File: config.mk
export PLATFORM = sky130hd
export DESIGN_NAME = pbus_tx_ctrl
export DESIGN_NICKNAME = d
export VERILOG_FILES = /design/src/rtl/pbus_tx_pkg.sv /design/src/rtl/pbus_sync.sv /design/src/rtl/pbus_tx_timer.sv /design/src/rtl/pbus_aux_ctrl.sv /design/src/rtl/pbus_tx_ctrl.sv
export SDC_FILE = /design/constraint.sdc
export NUM_CORES = 1
export LEC_CHECK = 0
export ABC_AREA = 1
export BUFFER_PORTS_ARGS = -buffer_cell sky130_fd_sc_hd__clkbuf_2
export CORE_ASPECT_RATIO = 1.75
export CORE_MARGIN = 2
export CORE_UTILIZATION = 45
export CTS_BUF_LIST = sky130_fd_sc_hd__clkbuf_16
export DETAILED_ROUTE_END_ITERATION = 10
export GPL_TIMING_DRIVEN = 0
export PLACE_DENSITY = 0.82
export SKIP_CTS_REPAIR_TIMING = 1
export SYNTH_ARGS = -nofsm -noshare
export SYNTH_HDL_FRONTEND = slang
export SYNTH_SLANG_ARGS = --single-unit
File: constraint.sdc
create_clock -name clk -period 1.7 [get_ports clk]
set_input_delay 0.34 -clock clk [delete_from_list [all_inputs] [get_ports clk]]
set_output_delay 0.34 -clock clk [all_outputs]
set_load 0.005 [all_outputs]
File: src/rtl/pbus_tx_pkg.sv
// Package: shared types for the parallel data port transmitter.
// Assumes: receiver control inputs are active low at the pins.
package pbus_tx_pkg;

    // Receiver-to-transmitter control lines, kept in pin polarity (active low).
    typedef struct packed {
        logic hold_n;
        logic busy_n;
    } pbus_rx_ctl_t;

    localparam int RX_CTL_W = $bits(pbus_rx_ctl_t);

endpackage

File: src/rtl/pbus_sync.sv
// Module: pbus_sync
// Multi-stage flop synchronizer for a vector of asynchronous levels.
// Assumes: each bit is independent (no multi-bit coherence needed);
// reset forces every stage to RST_VAL.
module pbus_sync #(
    parameter int          W       = 2,
    parameter int          STAGES  = 2,
    parameter logic [W-1:0] RST_VAL = '1
) (
    input  logic         clk,
    input  logic         rst_n,
    input  logic [W-1:0] d,
    output logic [W-1:0] q
);

    logic [W-1:0] stg [STAGES];

    for (genvar i = 0; i < STAGES; i++) begin : g_stage
        if (i == 0) begin : g_first
            // First capture flop: samples the asynchronous input.
            always_ff @(posedge clk) begin
                if (!rst_n) stg[0] <= RST_VAL;
                else        stg[0] <= d;
            end
        end else begin : g_next
            // Later stages: let a metastable value settle.
            always_ff @(posedge clk) begin
                if (!rst_n) stg[i] <= RST_VAL;
                else        stg[i] <= stg[i-1];
            end
        end
    end

    assign q = stg[STAGES-1];

endmodule

File: src/rtl/pbus_tx_timer.sv
// Module: pbus_tx_timer
// Counts the start-up quiet period after reset and the minimum idle gap
// that follows each synchronized hold request.
// Assumes: hold_s is already synchronous; GAP_CYC >= 1.
module pbus_tx_timer #(
    parameter int STARTUP_CYC = 16,
    parameter int GAP_CYC     = 2
) (
    input  logic clk,
    input  logic rst_n,
    input  logic hold_s,
    output logic start_done,
    output logic gap_ok
);

    localparam int SW = $clog2(STARTUP_CYC + 1);
    localparam int GW = $clog2(GAP_CYC + 1);
    localparam logic [SW-1:0] ST_LIM  = SW'(STARTUP_CYC);
    localparam logic [GW-1:0] GAP_LIM = GW'(GAP_CYC);

    logic [SW-1:0] st_cnt;
    logic [GW-1:0] gap_cnt;

    // Start-up counter: climbs to the limit once after reset, then stays there.
    always_ff @(posedge clk) begin
        if (!rst_n)                st_cnt <= '0;
        else if (st_cnt != ST_LIM) st_cnt <= st_cnt + 1'b1;
    end

    // Gap counter: reloaded while held, then counts down to zero.
    always_ff @(posedge clk) begin
        if (!rst_n)             gap_cnt <= '0;
        else if (hold_s)        gap_cnt <= GAP_LIM;
        else if (gap_cnt != '0) gap_cnt <= gap_cnt - 1'b1;
    end

    assign start_done = (st_cnt == ST_LIM);
    assign gap_ok     = !hold_s && (gap_cnt == '0);

    AST_START_STAYS_DONE: assert property (@(posedge clk) disable iff (!rst_n)
        start_done |=> start_done);
    AST_GAP_AFTER_RELEASE: assert property (@(posedge clk) disable iff (!rst_n)
        $fell(hold_s) |-> !gap_ok);

endmodule

File: src/rtl/pbus_aux_ctrl.sv
// Module: pbus_aux_ctrl
// Registers the auxiliary programmable I/O values and their output enables.
// Assumes: the enables must be off from reset until aux_en is given.
module pbus_aux_ctrl #(
    parameter int AUX_N = 2
) (
    input  logic             clk,
    input  logic             rst_n,
    input  logic             aux_en,
    input  logic [AUX_N-1:0] aux_val,
    output logic [AUX_N-1:0] aux_out,
    output logic [AUX_N-1:0] aux_oe
);

    // Output enables and values: cleared in reset, registered otherwise.
    always_ff @(posedge clk) begin
        if (!rst_n) begin
            aux_oe  <= '0;
            aux_out <= '0;
        end else begin
            aux_oe  <= {AUX_N{aux_en}};
            aux_out <= aux_val;
        end
    end

    AST_AUX_HELD_OFF: assert property (@(posedge clk) disable iff (!rst_n)
        !aux_en |=> (aux_oe == '0));

endmodule

File: src/rtl/pbus_tx_ctrl.sv
// Module: pbus_tx_ctrl (top)
// Transmit flow controller for a parallel data port. Takes words from a
// valid/ready buffer and drives registered data and active-low data-valid,
// honouring start-up delay, receiver busy, hold reaction and resume gap.
// Assumes: clk is the port strobe; hold/busy inputs are asynchronous.
module pbus_tx_ctrl
    import pbus_tx_pkg::*;
#(
    parameter int DATA_W      = 32,
    parameter int STARTUP_CYC = 16,
    parameter int GAP_CYC     = 2,
    parameter int SYNC_STAGES = 2,
    parameter int AUX_N       = 2
) (
    input  logic              clk,
    input  logic              rst_n,
    input  logic [DATA_W-1:0] up_data,
    input  logic              up_valid,
    output logic              up_ready,
    input  logic              hold_n_async,
    input  logic              busy_n_async,
    output logic [DATA_W-1:0] bus_data,
    output logic              bus_valid_n,
    output logic              dir_n,
    input  logic              aux_en,
    input  logic [AUX_N-1:0]  aux_val,
    output logic [AUX_N-1:0]  aux_out,
    output logic [AUX_N-1:0]  aux_oe
);

    pbus_rx_ctl_t ctl_raw;
    pbus_rx_ctl_t ctl_sync;
    logic         hold_s;
    logic         busy_s;
    logic         start_done;
    logic         gap_ok;
    logic         xfer;

    assign ctl_raw.hold_n = hold_n_async;
    assign ctl_raw.busy_n = busy_n_async;

    pbus_sync #(
        .W       (RX_CTL_W),
        .STAGES  (SYNC_STAGES),
        .RST_VAL ({RX_CTL_W{1'b1}})
    ) u_sync (
        .clk   (clk),
        .rst_n (rst_n),
        .d     (ctl_raw),
        .q     (ctl_sync)
    );

    assign hold_s = !ctl_sync.hold_n;
    assign busy_s = !ctl_sync.busy_n;

    pbus_tx_timer #(
        .STARTUP_CYC (STARTUP_CYC),
        .GAP_CYC     (GAP_CYC)
    ) u_timer (
        .clk        (clk),
        .rst_n      (rst_n),
        .hold_s     (hold_s),
        .start_done (start_done),
        .gap_ok     (gap_ok)
    );

    pbus_aux_ctrl #(
        .AUX_N (AUX_N)
    ) u_aux (
        .clk     (clk),
        .rst_n   (rst_n),
        .aux_en  (aux_en),
        .aux_val (aux_val),
        .aux_out (aux_out),
        .aux_oe  (aux_oe)
    );

    // Ready depends only on registered state, never on up_valid.
    assign up_ready = start_done && gap_ok && !busy_s;
    assign xfer     = up_valid && up_ready;

    // Bus output stage: data and valid change together on the strobe edge.
    always_ff @(posedge clk) begin
        if (!rst_n) begin
            bus_valid_n <= 1'b1;
            bus_data    <= '0;
            dir_n       <= 1'b1;
        end else begin
            bus_valid_n <= !xfer;
            dir_n       <= 1'b0;
            if (xfer) bus_data <= up_data;
        end
    end

    AST_NO_EARLY_VALID: assert property (@(posedge clk) disable iff (!rst_n)
        !start_done |=> bus_valid_n);
    AST_BUSY_BLOCKS: assert property (@(posedge clk) disable iff (!rst_n)
        busy_s |=> bus_valid_n);
    AST_VALID_NEEDS_WORD: assert property (@(posedge clk) disable iff (!rst_n)
        !up_valid |=> bus_valid_n);
    AST_HOLD_BLOCKS: assert property (@(posedge clk) disable iff (!rst_n)
        hold_s |=> bus_valid_n);
    AST_DIR_DRIVEN: assert property (@(posedge clk) disable iff (!rst_n)
        $past(rst_n) |-> (dir_n == 1'b0));
    AST_DATA_HELD: assert property (@(posedge clk) disable iff (!rst_n)
        (bus_valid_n && $past(rst_n)) |-> $stable(bus_data));

endmodule

==> results of run 1 <==
## registers in the layout (all words and copies together) (netlist names)
register / count
bus_data: 32
bus_valid_n: 1
dir_n: 1
u_aux.aux_oe: 1
u_aux.aux_out: 2
u_sync.stg: 4
u_timer.gap_cnt: 2
u_timer.st_cnt: 5
## cell usage after synthesis
master / number
nand4_1: 32
buf_1: 5
nand2_1: 72
nor2_1: 33
buf_4: 1
nor3_1: 2
clkbuf_1: 1
nand3_4: 1
or2_2: 5
o21ai_1: 2
dfxtp_1: 48
buf_2: 6
and2_1: 1
clkinv_1: 1
xor2_1: 1
nand3_1: 3
a21oi_1: 4
xnor2_1: 1
ha_1: 2
inv_1: 103
nor2_4: 2
inv_2: 2
nand2_2: 1
buf_6: 6
## layout make-up
class                      count  area, sq um
buffer                        19          128
sequential                    48          963
inverter                     106          398
clock inverter                 3         37.5
clock buffer                   5          125
tap                           54         67.6
multi-input combinational    162          798
fill                         494         1930
timing repair buffer          84          444
## cells in the final DEF (no fill, tap or decap), drive strengths merged
cell type	synthesis	routed
bufinv	0	1
nor2	35	35
xor2	1	1
inv	105	105
nand2	73	73
xnor2	1	1
ha	2	2
nand3	4	4
dfxtp	48	48
clkbuf	1	82
nor3	2	2
a21oi	4	4
buf	18	26
nand4	32	32
or2	5	5
clkinv	1	3
o21ai	2	2
and2	1	1
## per-stage QoR
| step | setup TNS [ns] | setup WS [ns] |
|---|---|---|
| final | 0 | 0.00113 |
| after floorplan | 0 | 0.322 |
| after detailed placement | 0 | 0.0765 |
| after global routing | -0.0673 | -0.0673 |
| after CTS | -0.242 | -0.242 |
| after global placement | 0 | 0.142 |
## power groups by stage
stage / registers (mW) / logic, mW / clock network (mW)
after floorplan: 1.17 / 0.107 / 0
after global placement: 1.17 / 0.181 / 0
after detailed placement: 1.18 / 0.185 / 0
after CTS: 1.15 / 0.186 / 1.11
after global routing: 1.15 / 0.228 / 1.15
final: 1.15 / 0.197 / 1.08
## worst reg2reg max path, stage by stage, from the launching register on
cell,delay (ns)
dfxtp_2,0.33
inv_2,0.07
ha_4,0.14
nand2_4,0.06
nor2_4,0.11
buf_6,0.12
buf_4,0.10
buf_6,0.13
nand4_1,0.10
nand2_1,0.08
nor2_1,0.04
## per-layer routing
layer	track usage [%]	vias up
met5	0	-
met4	6.62	0
met3	2.65	11
met2	32.9	49
met1	20.6	913
li1	-	1146
## path summary, 6_finish.rpt
kind / slack (ns) / cells after the start / end / startpoint
worst max register to register: 0.31 / 10 / bus_data[26] / u_timer.st_cnt[1]
worst min register to register: 0.41 / 1 / u_sync.stg[1][1] / u_sync.stg[0][1]
worst min-delay path: 0.24 / 3 / u_aux.aux_out[0] / aux_val[0]
worst max-delay path: 0.001 / 7 / up_ready / u_timer.st_cnt[1]
## logic make-up after synthesis
logic type      count (synthesis)  synth area share (%)
buf+inv                       125                  23.2
fa+ha+maj                       2                  1.11
xor+xnor                        2                 0.774
simple gates                  152                  31.1
compound gates                  6                  1.33
flops                          48                  42.5
==> flow_summary.toml, run 1 <==
[place]
gp_congestion = 0.757
dpl_cell_area_sq_um = 2720
post-place-cells = 466
io_buffers = 77
hpwl_mm = 3.62

[sta]
fin_crit_sh_pct = 99.9
final-max-slew-violation-count = 0
rsz0062_at_grt = "true"
relSlewSlack_pct = 67.6
fin_hold_ws_ns = 0.239
setup_violations = 0
finClkSkew_ns = 0.00377
hold_viol = 0
period_needed_ns = 1.70
fmax_mhz = 589
tightest_slew_ns = 0.486

[flow_run]
maxCapViolCount = 0

[layout]
n_antenna_cell = 0
areaGrowthSynthToFinish_pct = 30.9
drive_above_1_share_pct = 28.3
final_nets = 468
stdcell_count = 481
fin_util_pct = 60.5
stdcell_area_sq_um = 2960

[die]
fp.dieW_um = 57.6
die-area_sq_um = 5630
row_count = 34
initial_core_util_pct = 46.2
io_pins = 79
core_sq_um = 4890
die_h_um = 97.8

[critical_path]
crit_path_top_delay_cell = "dfxtp_2"
critical-path-max-stage-delay_ns = 0.33
required_ns = 1.36
path_class = "flip-flop to output pin"
critPathBufInv = 3
start_kind = "flip-flop"
worstPathCellList = "inv_2 > ha_4 > nand2_4 > nor2_4 > buf_6 > and2_4 > buf_6"
critPathArrivalTime_ns = 1.36
crit_fanout = 4
path_delay_family = "flip-flops"
cpMostUsedCell = "buf_6"
endpoint_kind = "output pin"

[synth]
synth_top_cell_by_area = "dfxtp_1"
synthTopCellsByArea = "dfxtp_1 42%, inv_1 17%, nand2_1 12%"
synth_top_area_share_pct = 42.5
synthCells = 335
synthesis.nets = 377
ys_warn_count = 0
syn_area_sq_um = 2260
ys_ff_latch = 48
avgSynthCellArea_sq_um = 6.75
seq_area_frac_synth_pct = 42.5
ys_types = 24

[global_route]
antenna_found_initial = 0
grt.total_usage_pct = 18.1
grt_first_pass_wirelength_mm = 8.37
grt_pass1_vias = 2027
gr-total-overflow = 0
grt_max_degree = 15

[clock_tree]
clkLatencyLatePin_ns = 0.28
clockBufferDepth = 2
cts.sinks = 48
cts_tree = "done"
cts_buffers = 5
root_buffer = "clkbuf_16"
h-tree-depth = 2
path_clk_slew_ns = 0.06

[pwr]
cellInternalPower_mw = 1.91
powerDensity_nw_per_um2 = 820
clockPowerShare_pct = 44.4
peakVddDrop_mv = 0.874
p_leak_nw = 1.66
fin_total_pwr_mw = 2.43
net-switching-power_uw = 516
combPwrFrac_pct = 8.1
sw_frac_of_total_pct = 21.3
pwr-share-seq_pct = 47.4

[status]
run_status = "complete, no violations"

[detailed_routing]
vias_per_cell = 4.41
top_layer_used = "met4"
dr_total_vias = 2119
met1Wirelength_mm = 1.96
routed-wl-met2_mm = 2.65
post_drt_wl_per_cell_um = 10.2
totalWireLength_mm = 4.90
first_pass_iters = 4
route.antenna.remaining_nets = 0
drc_errors = 0
wl_met3_um = 182
drt_iter0_drc = 53

[min_path]
hold_class = "primary input to flip-flop"
Note: power is estimated with default switching activity, not from simulation.
==> inputs of run 2 (changes only) <==
--- a/config.mk
+++ b/config.mk
@@ -10,7 +10,7 @@
 export CORE_ASPECT_RATIO = 1.75
 export CORE_MARGIN = 2
 export CORE_UTILIZATION = 45
-export CTS_BUF_LIST = sky130_fd_sc_hd__clkbuf_16
+export CTS_BUF_LIST = sky130_fd_sc_hd__clkbuf_8 sky130_fd_sc_hd__clkbuf_16
 export DETAILED_ROUTE_END_ITERATION = 10
 export GPL_TIMING_DRIVEN = 0
 export PLACE_DENSITY = 0.82
==> flow_summary.toml, run 2 (synthesis results as in run 1) <==
[detailed_routing]
post_drt_wl_per_cell_um = 10.0
drt_iter0_drc = 63
vias_per_cell = 4.39
dr_total_vias = 2109
route.antenna.remaining_nets = 0
totalWireLength_mm = 4.82
drc_errors = 0
first_pass_iters = 4

[global_route]
grt.total_usage_pct = 18.2
grt_first_pass_wirelength_mm = 8.36
grt_pass1_vias = 2027
gr-total-overflow = 0
antenna_found_initial = 0
grt_max_degree = 15

[sta]
fin_crit_sh_pct = 99.6
tightest_slew_ns = 0.447
fin_ws_ns = 0.00710
hold_viol = 0
rsz0062_at_grt = "true"
setup_violations = 0
finClkSkew_ns = 0.00643
final-max-slew-violation-count = 0
relSlewSlack_pct = 70.2
fmax_mhz = 591
period_needed_ns = 1.69

[critical_path]
critPathArrivalTime_ns = 1.35
worstRegToRegCells = 10
start_kind = "flip-flop"
endpoint_kind = "output pin"
required_ns = 1.36
crit_fanout = 4
crit_start = "u_timer.st_cnt[1]"
reg2reg_from = "u_timer.st_cnt[1]"
path_class = "flip-flop to output pin"

[pwr]
powerDensity_nw_per_um2 = 766
net-switching-power_uw = 489
combPwrFrac_pct = 8.8
peakVddDrop_mv = 0.898
cellInternalPower_mw = 1.75
pwr-share-seq_pct = 51.5
clockPowerShare_pct = 39.7
sw_frac_of_total_pct = 21.9
p_leak_nw = 1.64

[die]
row_count = 34
core_sq_um = 4890
initial_core_util_pct = 46.2
fp.dieW_um = 57.6
die_h_um = 97.8
io_pins = 79
die-area_sq_um = 5630

[clock_tree]
clkLatencyLatePin_ns = 0.30
cts_tree = "done"
path_clk_slew_ns = 0.09
cts_buffers = 5
cts.sinks = 48
root_buffer = "clkbuf_8"
clockBufferDepth = 2
h-tree-depth = 2

[place]
dpl_cell_area_sq_um = 2720
place_ws_ns = 0.0765
io_buffers = 77
gp_congestion = 0.757
hpwl_mm = 3.62

[layout]
regMostFlops = "bus_data"
drive_above_1_share_pct = 28.6
fin_util_pct = 59.6
n_antenna_cell = 0
reg.largest.list = "bus_data (32), u_timer.st_cnt (5), u_sync.stg (4)"
final_nets = 467
largest_reg_flops = 32
stdcell_area_sq_um = 2920
mostFrequentLayoutCells = "101 x inv_1, 76 x clkbuf_2, 71 x nand2_1, 46 x dfxtp_1, 33 x nor2_1"
final_common_cell = "inv_1"
areaGrowthSynthToFinish_pct = 29.0

[min_path]
whs_path_depth = 3
hp-start = "aux_val[0]"
hold_class = "primary input to flip-flop"

[flow_run]
maxCapViolCount = 0

[status]
run_status = "complete, no violations"
[run 2: power groups by stage]
stage / clock [mW] / combinational, mW / sequential, mW
2_1_floorplan: 0 / 0.107 / 1.17
3_3_place_gp: 0 / 0.181 / 1.17
3_5_place_dp: 0 / 0.185 / 1.18
4_1_cts: 0.916 / 0.186 / 1.15
5_1_grt: 0.955 / 0.226 / 1.15
6_report: 0.887 / 0.197 / 1.15
[run 2: area by class of cell]
type                            count  area (sq um)
Buffer                             19           128
Tap cell                           54          67.6
Fill cell                         483          1970
Inverter                          106           398
Clock inverter                      1          30.0
Sequential cell                    48           963
Timing Repair Buffer               83           437
Multi-Input combinational cell    162           798
Clock buffer                        7          96.3
[run 2: critical path, stage by stage (launching register included)]
cell and delay, ns:
dfxtp_2 0.34, inv_2 0.07, ha_4 0.14, nand2_4 0.05, nor2_4 0.10, buf_6 0.11
and2_4 0.15, buf_6 0.09
[run 2: final timing paths]
path,endpoint,slack [ns]
worst min-delay path,u_aux.aux_out[0],0.22
worst min register to register,u_sync.stg[1][1],0.42
worst max register to register,bus_data[25],0.34
worst max-delay path,up_ready,0.007
[run 2: routing by layer]
metal | share of wire, % | vias to the layer above | GRT usage, % | wire length (um)
li1 | - | 1142 | - | -
met1 | 40 | 912 | 20.1 | 1920
met2 | 54 | 45 | 33.2 | 2620
met3 | 3.7 | 10 | 3.05 | 177
met4 | 2.3 | 0 | 7.16 | 110
met5 | 0 | - | 0 | 0
[run 2: through the flow]
stage          power [mW]  instances  TNS (ns)  hold slack [ns]
2_1_floorplan        1.28        335         0            0.393
3_3_place_gp         1.36        466         0            0.395
3_5_place_dp         1.36        466         0            0.398
4_1_cts              2.25        474    -0.270            0.212
5_1_grt              2.33        480   -0.0559            0.219
6_report             2.23        480         0            0.219
